`config.mk`:
```
export PLATFORM = sky130hd
export DESIGN_NAME = operand_bypass_select
export DESIGN_NICKNAME = d
export VERILOG_FILES = /design/src/rtl/byp_pkg.sv /design/src/rtl/byp_match.sv /design/src/rtl/byp_lane.sv /design/src/rtl/byp_stage.sv /design/src/rtl/operand_bypass_select.sv
export SDC_FILE = /design/constraint.sdc
export NUM_CORES = 1
export LEC_CHECK = 0
export BUFFER_PORTS_ARGS = -buffer_cell sky130_fd_sc_hd__clkbuf_2
export CAP_MARGIN = 5
export CORE_MARGIN = 2
export CORE_UTILIZATION = 45
export DETAILED_ROUTE_END_ITERATION = 10
export PLACE_DENSITY = 0.85
export SLEW_MARGIN = 40
export SYNTH_ARGS = -nofsm -noshare
export SYNTH_HDL_FRONTEND = slang
export SYNTH_SLANG_ARGS = --single-unit
export TNS_END_PERCENT = 30
```
`constraint.sdc`:
```
create_clock -name vclk -period 1.3
set_input_delay 0 -clock vclk [all_inputs]
set_output_delay 0 -clock vclk [all_outputs]
set_load 0.005 [all_outputs]
```
`src/rtl/byp_pkg.sv`:
```
// Package: byp_pkg
// Shared select encoding and structural counts for the operand bypass
// select block. Assumes a register file whose index zero is hard-wired.
package byp_pkg;

    // Two-bit bypass select; 2'b11 is never driven.
    typedef enum logic [1:0] {
        BYP_NONE = 2'b00,
        BYP_MEM  = 2'b01,
        BYP_WB   = 2'b10
    } byp_sel_e;

    // Source operands per consuming stage.
    localparam int NUM_SRC  = 2;
    // Consuming stages: index 0 is execute, index 1 is decode.
    localparam int NUM_CONS = 2;
    // Width of one select code.
    localparam int SEL_W    = 2;

endpackage

```
`src/rtl/byp_match.sv`:
```
// Module: byp_match
// Compares one producer stage's destination against one source index.
// Asserts hit only when the producer writes and its destination is a
// register other than index zero. Purely combinational.
module byp_match #(
    parameter int IDX_W = 5
) (
    input  logic             wr_en,
    input  logic [IDX_W-1:0] dst_idx,
    input  logic [IDX_W-1:0] src_idx,
    output logic             hit
);

    logic dst_live;
    logic idx_equal;

    // Destination qualifies only if it is written and is not register zero.
    always_comb begin
        dst_live  = wr_en & (|dst_idx);
        idx_equal = (dst_idx == src_idx);
        hit       = dst_live & idx_equal;
    end

endmodule

```
`src/rtl/byp_lane.sv`:
```
// Module: byp_lane
// Produces the select for one source operand from the memory-stage and
// write-back comparisons, giving the memory stage priority.
// Assumes the memory stage holds the younger of the two results.
module byp_lane #(
    parameter int IDX_W = 5
) (
    input  logic                     mem_wr_en,
    input  logic [IDX_W-1:0]         mem_rd_idx,
    input  logic                     wb_wr_en,
    input  logic [IDX_W-1:0]         wb_rd_idx,
    input  logic [IDX_W-1:0]         src_idx,
    output logic [byp_pkg::SEL_W-1:0] sel
);
    import byp_pkg::*;

    logic mem_hit;
    logic wb_hit;

    byp_match #(.IDX_W(IDX_W)) u_mem_match (
        .wr_en   (mem_wr_en),
        .dst_idx (mem_rd_idx),
        .src_idx (src_idx),
        .hit     (mem_hit)
    );

    byp_match #(.IDX_W(IDX_W)) u_wb_match (
        .wr_en   (wb_wr_en),
        .dst_idx (wb_rd_idx),
        .src_idx (src_idx),
        .hit     (wb_hit)
    );

    // Priority pick: younger producer first, then older, else register file.
    always_comb begin
        if (mem_hit) begin
            sel = BYP_MEM;
        end else if (wb_hit) begin
            sel = BYP_WB;
        end else begin
            sel = BYP_NONE;
        end
    end

endmodule

```
`src/rtl/byp_stage.sv`:
```
// Module: byp_stage
// Holds one lane per source operand of a consuming stage. Every lane sees
// the same producer information and only its own source index.
module byp_stage #(
    parameter int IDX_W   = 5,
    parameter int NSRC    = byp_pkg::NUM_SRC
) (
    input  logic                                 mem_wr_en,
    input  logic [IDX_W-1:0]                     mem_rd_idx,
    input  logic                                 wb_wr_en,
    input  logic [IDX_W-1:0]                     wb_rd_idx,
    input  logic [NSRC-1:0][IDX_W-1:0]           src_idx,
    output logic [NSRC-1:0][byp_pkg::SEL_W-1:0]  sel
);

    // One independent lane per operand.
    for (genvar s = 0; s < NSRC; s++) begin : g_lane
        byp_lane #(.IDX_W(IDX_W)) u_lane (
            .mem_wr_en  (mem_wr_en),
            .mem_rd_idx (mem_rd_idx),
            .wb_wr_en   (wb_wr_en),
            .wb_rd_idx  (wb_rd_idx),
            .src_idx    (src_idx[s]),
            .sel        (sel[s])
        );
    end

endmodule

```
`src/rtl/operand_bypass_select.sv`:
```
// Module: operand_bypass_select
// Top of the bypass select block. Serves the execute stage and the decode
// stage (where branches resolve) with one select per source operand.
// Assumes in-order retirement: memory stage younger than write-back.
// No clock and no reset: outputs follow inputs combinationally.
module operand_bypass_select #(
    parameter int IDX_W = 5
) (
    input  logic [IDX_W-1:0] ex_rs1_idx,
    input  logic [IDX_W-1:0] ex_rs2_idx,
    input  logic [IDX_W-1:0] id_rs1_idx,
    input  logic [IDX_W-1:0] id_rs2_idx,
    input  logic [IDX_W-1:0] mem_rd_idx,
    input  logic             mem_wr_en,
    input  logic [IDX_W-1:0] wb_rd_idx,
    input  logic             wb_wr_en,
    output logic [1:0]       ex_rs1_sel,
    output logic [1:0]       ex_rs2_sel,
    output logic [1:0]       id_rs1_sel,
    output logic [1:0]       id_rs2_sel
);
    import byp_pkg::*;

    localparam int CONS_EX = 0;
    localparam int CONS_ID = 1;

    logic [NUM_CONS-1:0][NUM_SRC-1:0][IDX_W-1:0] cons_src;
    logic [NUM_CONS-1:0][NUM_SRC-1:0][SEL_W-1:0] cons_sel;

    // Gather the source indices per consuming stage.
    always_comb begin
        cons_src[CONS_EX][0] = ex_rs1_idx;
        cons_src[CONS_EX][1] = ex_rs2_idx;
        cons_src[CONS_ID][0] = id_rs1_idx;
        cons_src[CONS_ID][1] = id_rs2_idx;
    end

    // One stage block per consumer; all share the producer view.
    for (genvar c = 0; c < NUM_CONS; c++) begin : g_cons
        byp_stage #(.IDX_W(IDX_W), .NSRC(NUM_SRC)) u_stage (
            .mem_wr_en  (mem_wr_en),
            .mem_rd_idx (mem_rd_idx),
            .wb_wr_en   (wb_wr_en),
            .wb_rd_idx  (wb_rd_idx),
            .src_idx    (cons_src[c]),
            .sel        (cons_sel[c])
        );
    end

    // Scatter the selects to the named outputs.
    always_comb begin
        ex_rs1_sel = cons_sel[CONS_EX][0];
        ex_rs2_sel = cons_sel[CONS_EX][1];
        id_rs1_sel = cons_sel[CONS_ID][0];
        id_rs2_sel = cons_sel[CONS_ID][1];
    end

endmodule

```
=== Yosys cells after proc, flatten, opt, wreduce, memory -nomap -nowiden ===
Index checks and enable logic that the tools add are counted.

* Flip-flop bits (word level): 0
* Logic and storage cells: 28

* Eq/ne operators: 8
* Muxes and demuxes: 8
* Bitwise gates (word level): 10
* Reductions and logical operators: 2

{| class="wikitable"
|+ Operators with widths
! cell !! count
|-
| equality test 5 bit || 8
|-
| two-way mux 2 bit || 8
|-
| AND 1 bit || 10
|-
| OR reduction 5 bit || 2
|}

=== Depth between registers and ports, before layout ===
Gate-level depths: netlist of the first run.

* Word-level depth: 5
* Gate-level depth with buffers: 5

=== By module ===
A second synthesis of the first run with hierarchy kept.

* Cell total of the unflattened synthesis: 88
* Area total of the unflattened synthesis: 695.7 um^2

{| class="wikitable"
|+ By module, submodules not included
! module !! instances !! cells each !! area each (um^2) !! sequential area each (um^2)
|-
| byp_match || 8 || 10 || 76.3 || 0.0
|-
| byp_lane || 4 || 2 || 21.3 || 0.0
|}

=== Worst setup path before layout of the first run ===
No wires, ideal clock.

* Kind: input port to output port
* Start: in mem_rd_idx[2]
* End: out ex_rs2_sel[1]
* Arrival: 1.084 ns
* Required time: 1.300 ns
* Path slack: 0.216 ns
* Stages on the path: 5
* Path buffers: 1
* Path through: buf_2 or4_4 o21ai_4 nor4_1 nor3_2

* Cells in the longest elaborated chain, start to end: 4
* Elaborated cells on any way between the ends: 5
* Classes of those cells: 1 x eq/ne; 1 x mux; 2 x bitwise; 1 x reduce/logical

{| class="wikitable"
|+ RTL lines
! element !! line !! RTL
|-
| start: declaration || operand_bypass_select.sv:13 || <nowiki>input logic [IDX_W-1:0] mem_rd_idx,</nowiki>
|-
| OR reduction 5 bit || byp_match.sv:19 || <nowiki>dst_live = wr_en & (|dst_idx);</nowiki>
|-
| AND 1 bit || byp_match.sv:19 ||
|-
| AND 1 bit * || byp_match.sv:21 || <nowiki>hit = dst_live & idx_equal;</nowiki>
|-
| named net g_cons[0].u_stage.g_lane[1].u_lane.mem_hit || byp_lane.sv:17 || <nowiki>logic mem_hit;</nowiki>
|-
| two-way mux 2 bit * || byp_lane.sv:36 || <nowiki>if (mem_hit) begin</nowiki>
|-
| end: declaration || operand_bypass_select.sv:18 || <nowiki>output logic [1:0] ex_rs2_sel,</nowiki>
|}

The timed path passes the listed nets; every way through them passes the cells marked *.

=== Worst setup path after layout of the first run ===
* Start: in mem_rd_idx[1]
* End: out id_rs1_sel[1]

* Cells in the longest elaborated chain, start to end: 4
* Elaborated cells on any way between the ends: 5
* Classes of those cells: 1 x eq/ne; 1 x mux; 2 x bitwise; 1 x reduce/logical

{| class="wikitable"
|+ RTL lines
! element !! line !! RTL
|-
| OR reduction 5 bit || byp_match.sv:19 ||
|-
| AND 1 bit || byp_match.sv:19 ||
|-
| AND 1 bit * || byp_match.sv:21 ||
|-
| two-way mux 2 bit * || byp_lane.sv:36 ||
|-
| end: declaration || operand_bypass_select.sv:19 || <nowiki>output logic [1:0] id_rs1_sel,</nowiki>
|}

Every way passes the cells marked *; elsewhere a longest branch is shown, timed or not.

==> results of run 1 <==
## cell type report
class / instances / area [µm²]
multi-input combinational: 64 / 525.5
fill: 109 / 488.0
tap: 15 / 18.77
timing repair buffer: 47 / 252.7
## layer usage
metal / vias to the layer above / part of all wire / global-route usage
met5: - / 0 / 0
met4: 0 / 0.010 / 0.02500
met3: 2 / 0.058 / 0.01630
met2: 23 / 0.51 / 0.4048
met1: 283 / 0.42 / 0.2308
li1: 323 / - / -
## cells by family (layout without fill, tap and decap cells)
kind of cell | after synthesis | count (layout) | synth area share
xor gates and xnor gates | 40 | 40 | 0.5785
buffers and inverters | 14 | 47 | 0.1322
and+or+nand+nor | 22 | 22 | 0.2479
AOI/OAI and AO/OA | 2 | 2 | 0.04133
## cell usage after synthesis
cell type / instances / area share
or4_4: 1 / 0.019
nor3_1: 4 / 0.033
xnor2_1: 20 / 0.29
xor2_1: 20 / 0.29
buf_1: 1 / 0.0062
o21ai_2: 1 / 0.014
clkbuf_2: 1 / 0.0083
clkbuf_1: 4 / 0.025
nand3_1: 8 / 0.066
buf_2: 3 / 0.025
nor3_2: 4 / 0.066
buf_6: 1 / 0.019
nor4_2: 1 / 0.021
buf_4: 4 / 0.050
o21ai_4: 1 / 0.027
or4_1: 1 / 0.012
nor4_1: 3 / 0.031
## worst max path at each step
stage,slack (ps),cells after the start,startpoint,to
final,60,6,mem_rd_idx[1],id_rs1_sel[1]
after global routing,10,6,mem_rd_idx[1],id_rs1_sel[1]
after CTS,70,6,mem_rd_idx[1],ex_rs2_sel[1]
after detailed placement,70,6,mem_rd_idx[1],id_rs1_sel[1]
after global placement,100,6,mem_rd_idx[1],ex_rs2_sel[1]
after floorplan,220,5,mem_rd_idx[2],ex_rs2_sel[1]
## worst min-delay path: stages
cell      delay (ps)
clkbuf_2         100
o21ai_4           90
nor4_2            70
clkbuf_2         100
## layout by cell type, fill, tap and decap left out, drive strengths merged
cell type / instances
or4: 2
xor2: 20
nand3: 8
xnor2: 20
nor4: 4
nor3: 8
o21ai: 2
clkbuf: 40
buf: 7
## stage by stage
stage	total power, µW	cell area, µm²	worst slack (ps)	std cells
finish	254.3	797.0	56.63	126
global placement	245.5	797.0	100.9	126
detailed placement	253.8	797.0	66.36	126
global route	275.7	797.0	10.31	126
floorplan	159.8	605.6	216.3	78
CTS	254.9	797.0	65.83	126
## power groups by stage
| stage | combinational [µW] | sequential (µW) | clock (µW) |
|---|---|---|---|
| after floorplan | 160 | 0 | 0 |
| after global placement | 245 | 0 | 0 |
| after detailed placement | 254 | 0 | 0 |
| after CTS | 255 | 0 | 0 |
| after global routing | 276 | 0 | 0 |
| final | 254 | 0 | 0 |
==> results.py, run 1 <==
metrics = {
    "outcome": {
        "status": "finished clean",
    },
    "power_and_ir_drop": {
        "internal_power_uw": 129.4,
        "p_clk_frac": 0,
        "leakagePower_uw": 0.0003657,
        "peakVddDrop_mv": 0.1779,
        "power_density_nw_per_um2": 319.1,
        "power_switching_uw": 124.9,
        "p_sw_frac": 0.4912,
        "pwr-share-seq": 0,
        "combPwrFrac": 1.000,
    },
    "place": {
        "portBuffers": 40,
        "gp_congestion": 0.8089,
        "place_hpwl_um": 1385,
    },
    "flow_run": {
        "drv_cap": 0,
    },
    "drt": {
        "firstDrtPassIters": 2,
        "ant_nets": 0,
        "drt_iter0_drc": 2,
        "dr_total_vias": 631,
        "drc": 0,
        "vias_per_cell": 5.008,
        "wl_um": 1568,
        "wl_per_cell_um": 12.44,
    },
    "layout": {
        "syn2layout_area_growth_pct": 31.61,
        "antenna_cells": 0,
        "nNetsFinal": 145,
        "final_util": 0.6203,
        "clock_buffers": 0,
        "n_sequential_cell": 0,
        "drive_gt1_frac": 0.4955,
        "register_area_um2": 0,
    },
    "setup_path": {
        "crit_path_start_kind": "input port",
        "required_ps": 1300,
        "crit_chain": "clkbuf_2, or4_4, o21ai_4, nor4_1, nor3_2, clkbuf_2",
        "worst_setup_path_end_kind": "output pin",
        "cp_max_fo": 4,
        "critical_path_class": "in2out",
        "critPathTopFamily": "simple AND/OR/NAND/NOR gates",
        "critical_path_buf_inv_count": 2,
        "cp_slowest_cell": "or4_4",
        "cp.arrival_ps": 1240,
        "max_stage_delay_ps": 540,
        "path_common_cell": "clkbuf_2",
    },
    "floorplanning": {
        "pin_count": 40,
        "core_area_um2": 1285,
        "die-width_um": 40.69,
        "die_h_um": 40.69,
        "start_util": 0.4713,
        "rows": 13,
        "die_area_um2": 1655,
    },
    "sta": {
        "slew_headroom": 0.6523,
        "finalSetupTns_ps": 0,
        "worst_pin_slew_ps": 516.8,
        "fin_hold_ws_ps": 357.1,
        "setup_viol": 0,
        "fin_crit_sh": 0.9564,
        "finalCriticalPeriod_ps": 1243,
        "hold_viol_final": 0,
        "rsz0062_at_grt": "no",
        "fmax_mhz": 804.3,
        "slew_viol_final": 0,
    },
    "global_route": {
        "grt_max_degree": 6,
        "grt_pass1_wl_um": 2263,
        "grt_pass1_vias": 560,
        "grtUsageTotal": 0.2018,
        "antenna_found_initial": 0,
        "gr-total-overflow": 0,
    },
    "synth": {
        "synth_fp_nets": 110,
        "syn_area_um2": 605.6,
        "synth.avg_cell_area_um2": 7.764,
        "yosys_warnings": 0,
        "synthCells": 78,
        "ys_types": 17,
        "yosysSeqAreaShare": 0,
    },
    "min_path": {
        "holdPathEnd": "ex_rs1_sel[0]",
        "hold_path.class": "in2out",
        "hp-start": "mem_wr_en",
        "holdPathStages": 4,
    },
    "clock_network": {
        "cts-resized-gates": 0,
        "holdBufCountCts": 0,
        "cts_setup_buffers": 0,
    },
}
Power figures use the tool's default switching activity.
==> run 2, diff against run 1 <==
clock period = 1.4 ns   (was 1.3 ns; I/O delays follow)
==> results.py, run 2 (synthesized netlist as in run 1, its figures left out) <==
metrics = {
    "setup_path": {
        "critical_path_class": "in2out",
        "crit_path_start_kind": "input port",
        "worst_setup_path_end_kind": "output pin",
        "cp_max_fo": 5,
        "required_ps": 1400,
        "cp.arrival_ps": 1230,
    },
    "place": {
        "place_area_um2": 767.0,
        "place_hpwl_um": 1332,
        "gp_congestion": 0.8935,
        "dp_cells": 122,
        "portBuffers": 40,
    },
    "drt": {
        "drt_iter0_drc": 7,
        "drc": 0,
        "wl_um": 1492,
        "ant_nets": 0,
        "wl_per_cell_um": 12.23,
        "vias_per_cell": 5.025,
        "dr_total_vias": 613,
        "firstDrtPassIters": 3,
    },
    "sta": {
        "slew_headroom": 0.6969,
        "finalCriticalPeriod_ps": 1231,
        "finalSetupTns_ps": 0,
        "fmax_mhz": 812.6,
        "hold_viol_final": 0,
        "slew_viol_final": 0,
        "fin_crit_sh": 0.8790,
        "worst_pin_slew_ps": 450.4,
        "rsz0062_at_grt": "no",
        "fin_hold_ws_ps": 348.5,
        "setup_viol": 0,
    },
    "floorplanning": {
        "core_area_um2": 1285,
        "die_area_um2": 1655,
        "rows": 13,
        "die-width_um": 40.69,
        "pin_count": 40,
        "start_util": 0.4713,
        "die_h_um": 40.69,
    },
    "layout": {
        "drive_gt1_frac": 0.4766,
        "antenna_cells": 0,
        "final_cell_mix": "clkbuf_2 (40), xor2_1 (20), xnor2_1 (20), nand3_1 (8)",
        "nNetsFinal": 141,
        "final_common_cell": "clkbuf_2",
        "register_area_um2": 0,
        "final_cell_count_no_fill": 122,
        "fin_area_um2": 767.0,
        "syn2layout_area_growth_pct": 26.65,
        "n_sequential_cell": 0,
        "clock_buffers": 0,
    },
    "global_route": {
        "grt_pass1_wl_um": 2297,
        "gr-total-overflow": 0,
        "grtUsageTotal": 0.2063,
        "grt_pass1_vias": 522,
        "antenna_found_initial": 0,
        "grt_max_degree": 6,
    },
    "power_and_ir_drop": {
        "peakVddDrop_mv": 0.1597,
        "power_density_nw_per_um2": 294.0,
        "power_switching_uw": 112.9,
        "leakagePower_uw": 0.0003465,
        "p_sw_frac": 0.5007,
        "pwr-share-seq": 0,
        "internal_power_uw": 112.6,
        "p_clk_frac": 0,
        "combPwrFrac": 1.000,
    },
    "clock_network": {
        "holdBufCountCts": 0,
        "cts_setup_buffers": 0,
        "cts-resized-gates": 0,
    },
    "outcome": {
        "status": "finished clean",
    },
    "min_path": {
        "hold_path.class": "in2out",
    },
    "flow_run": {
        "drv_cap": 0,
    },
}
==> run 2: cell count changes in the layout (fill, tap and decap cells not counted), sizes merged <==
cell / before / now
buf: 7 / 3
==> run 2: through the flow <==
step | worst slack [ps] | utilization | total power [µW]
detailed placement | 164.5 | 0.5969 | 226.6
finish | 169.4 | 0.5969 | 225.5
floorplan | 316.3 | - | 148.4
CTS | 160.5 | 0.5969 | 227.4
global placement | 187.7 | 0.5969 | 219.6
global route | 81.64 | 0.5969 | 246.5
==> run 2: per-layer routing <==
layer | track usage | vias to the layer above | wire length, µm
met1 | 0.2660 | 279 | 576
met4 | 0 | 0 | 0
li1 | - | 311 | -
met3 | 0 | 0 | 80
met5 | 0 | - | 0
met2 | 0.4008 | 23 | 836
==> run 2: layout make-up <==
cell class,instances,area [µm²]
Multi-Input combinational cell,64,525.5
Fill cell,126,518.0
Timing Repair Buffer,43,222.7
Tap cell,15,18.77
==> run 2: final timing paths <==
path	from	endpoint	slack [ps]	cells past startpoint
setup / recovery	mem_rd_idx[3]	id_rs1_sel[1]	170	6
hold / removal	mem_wr_en	ex_rs1_sel[0]	350	4
==> run 2: critical path, stage by stage <==
cell and delay (ps):
clkbuf_2 140, or4_4 510, o21ai_4 190, nor4_1 110, nor3_2 160, clkbuf_2 130
==> run 2: power groups by stage <==
| stage | registers, µW | logic [µW] | clock network [µW] |
|---|---|---|---|
| 2_1_floorplan | 0 | 148 | 0 |
| 6_report | 0 | 225 | 0 |
| 5_1_grt | 0 | 247 | 0 |
| 4_1_cts | 0 | 227 | 0 |
| 3_3_place_gp | 0 | 220 | 0 |
| 3_5_place_dp | 0 | 227 | 0 |
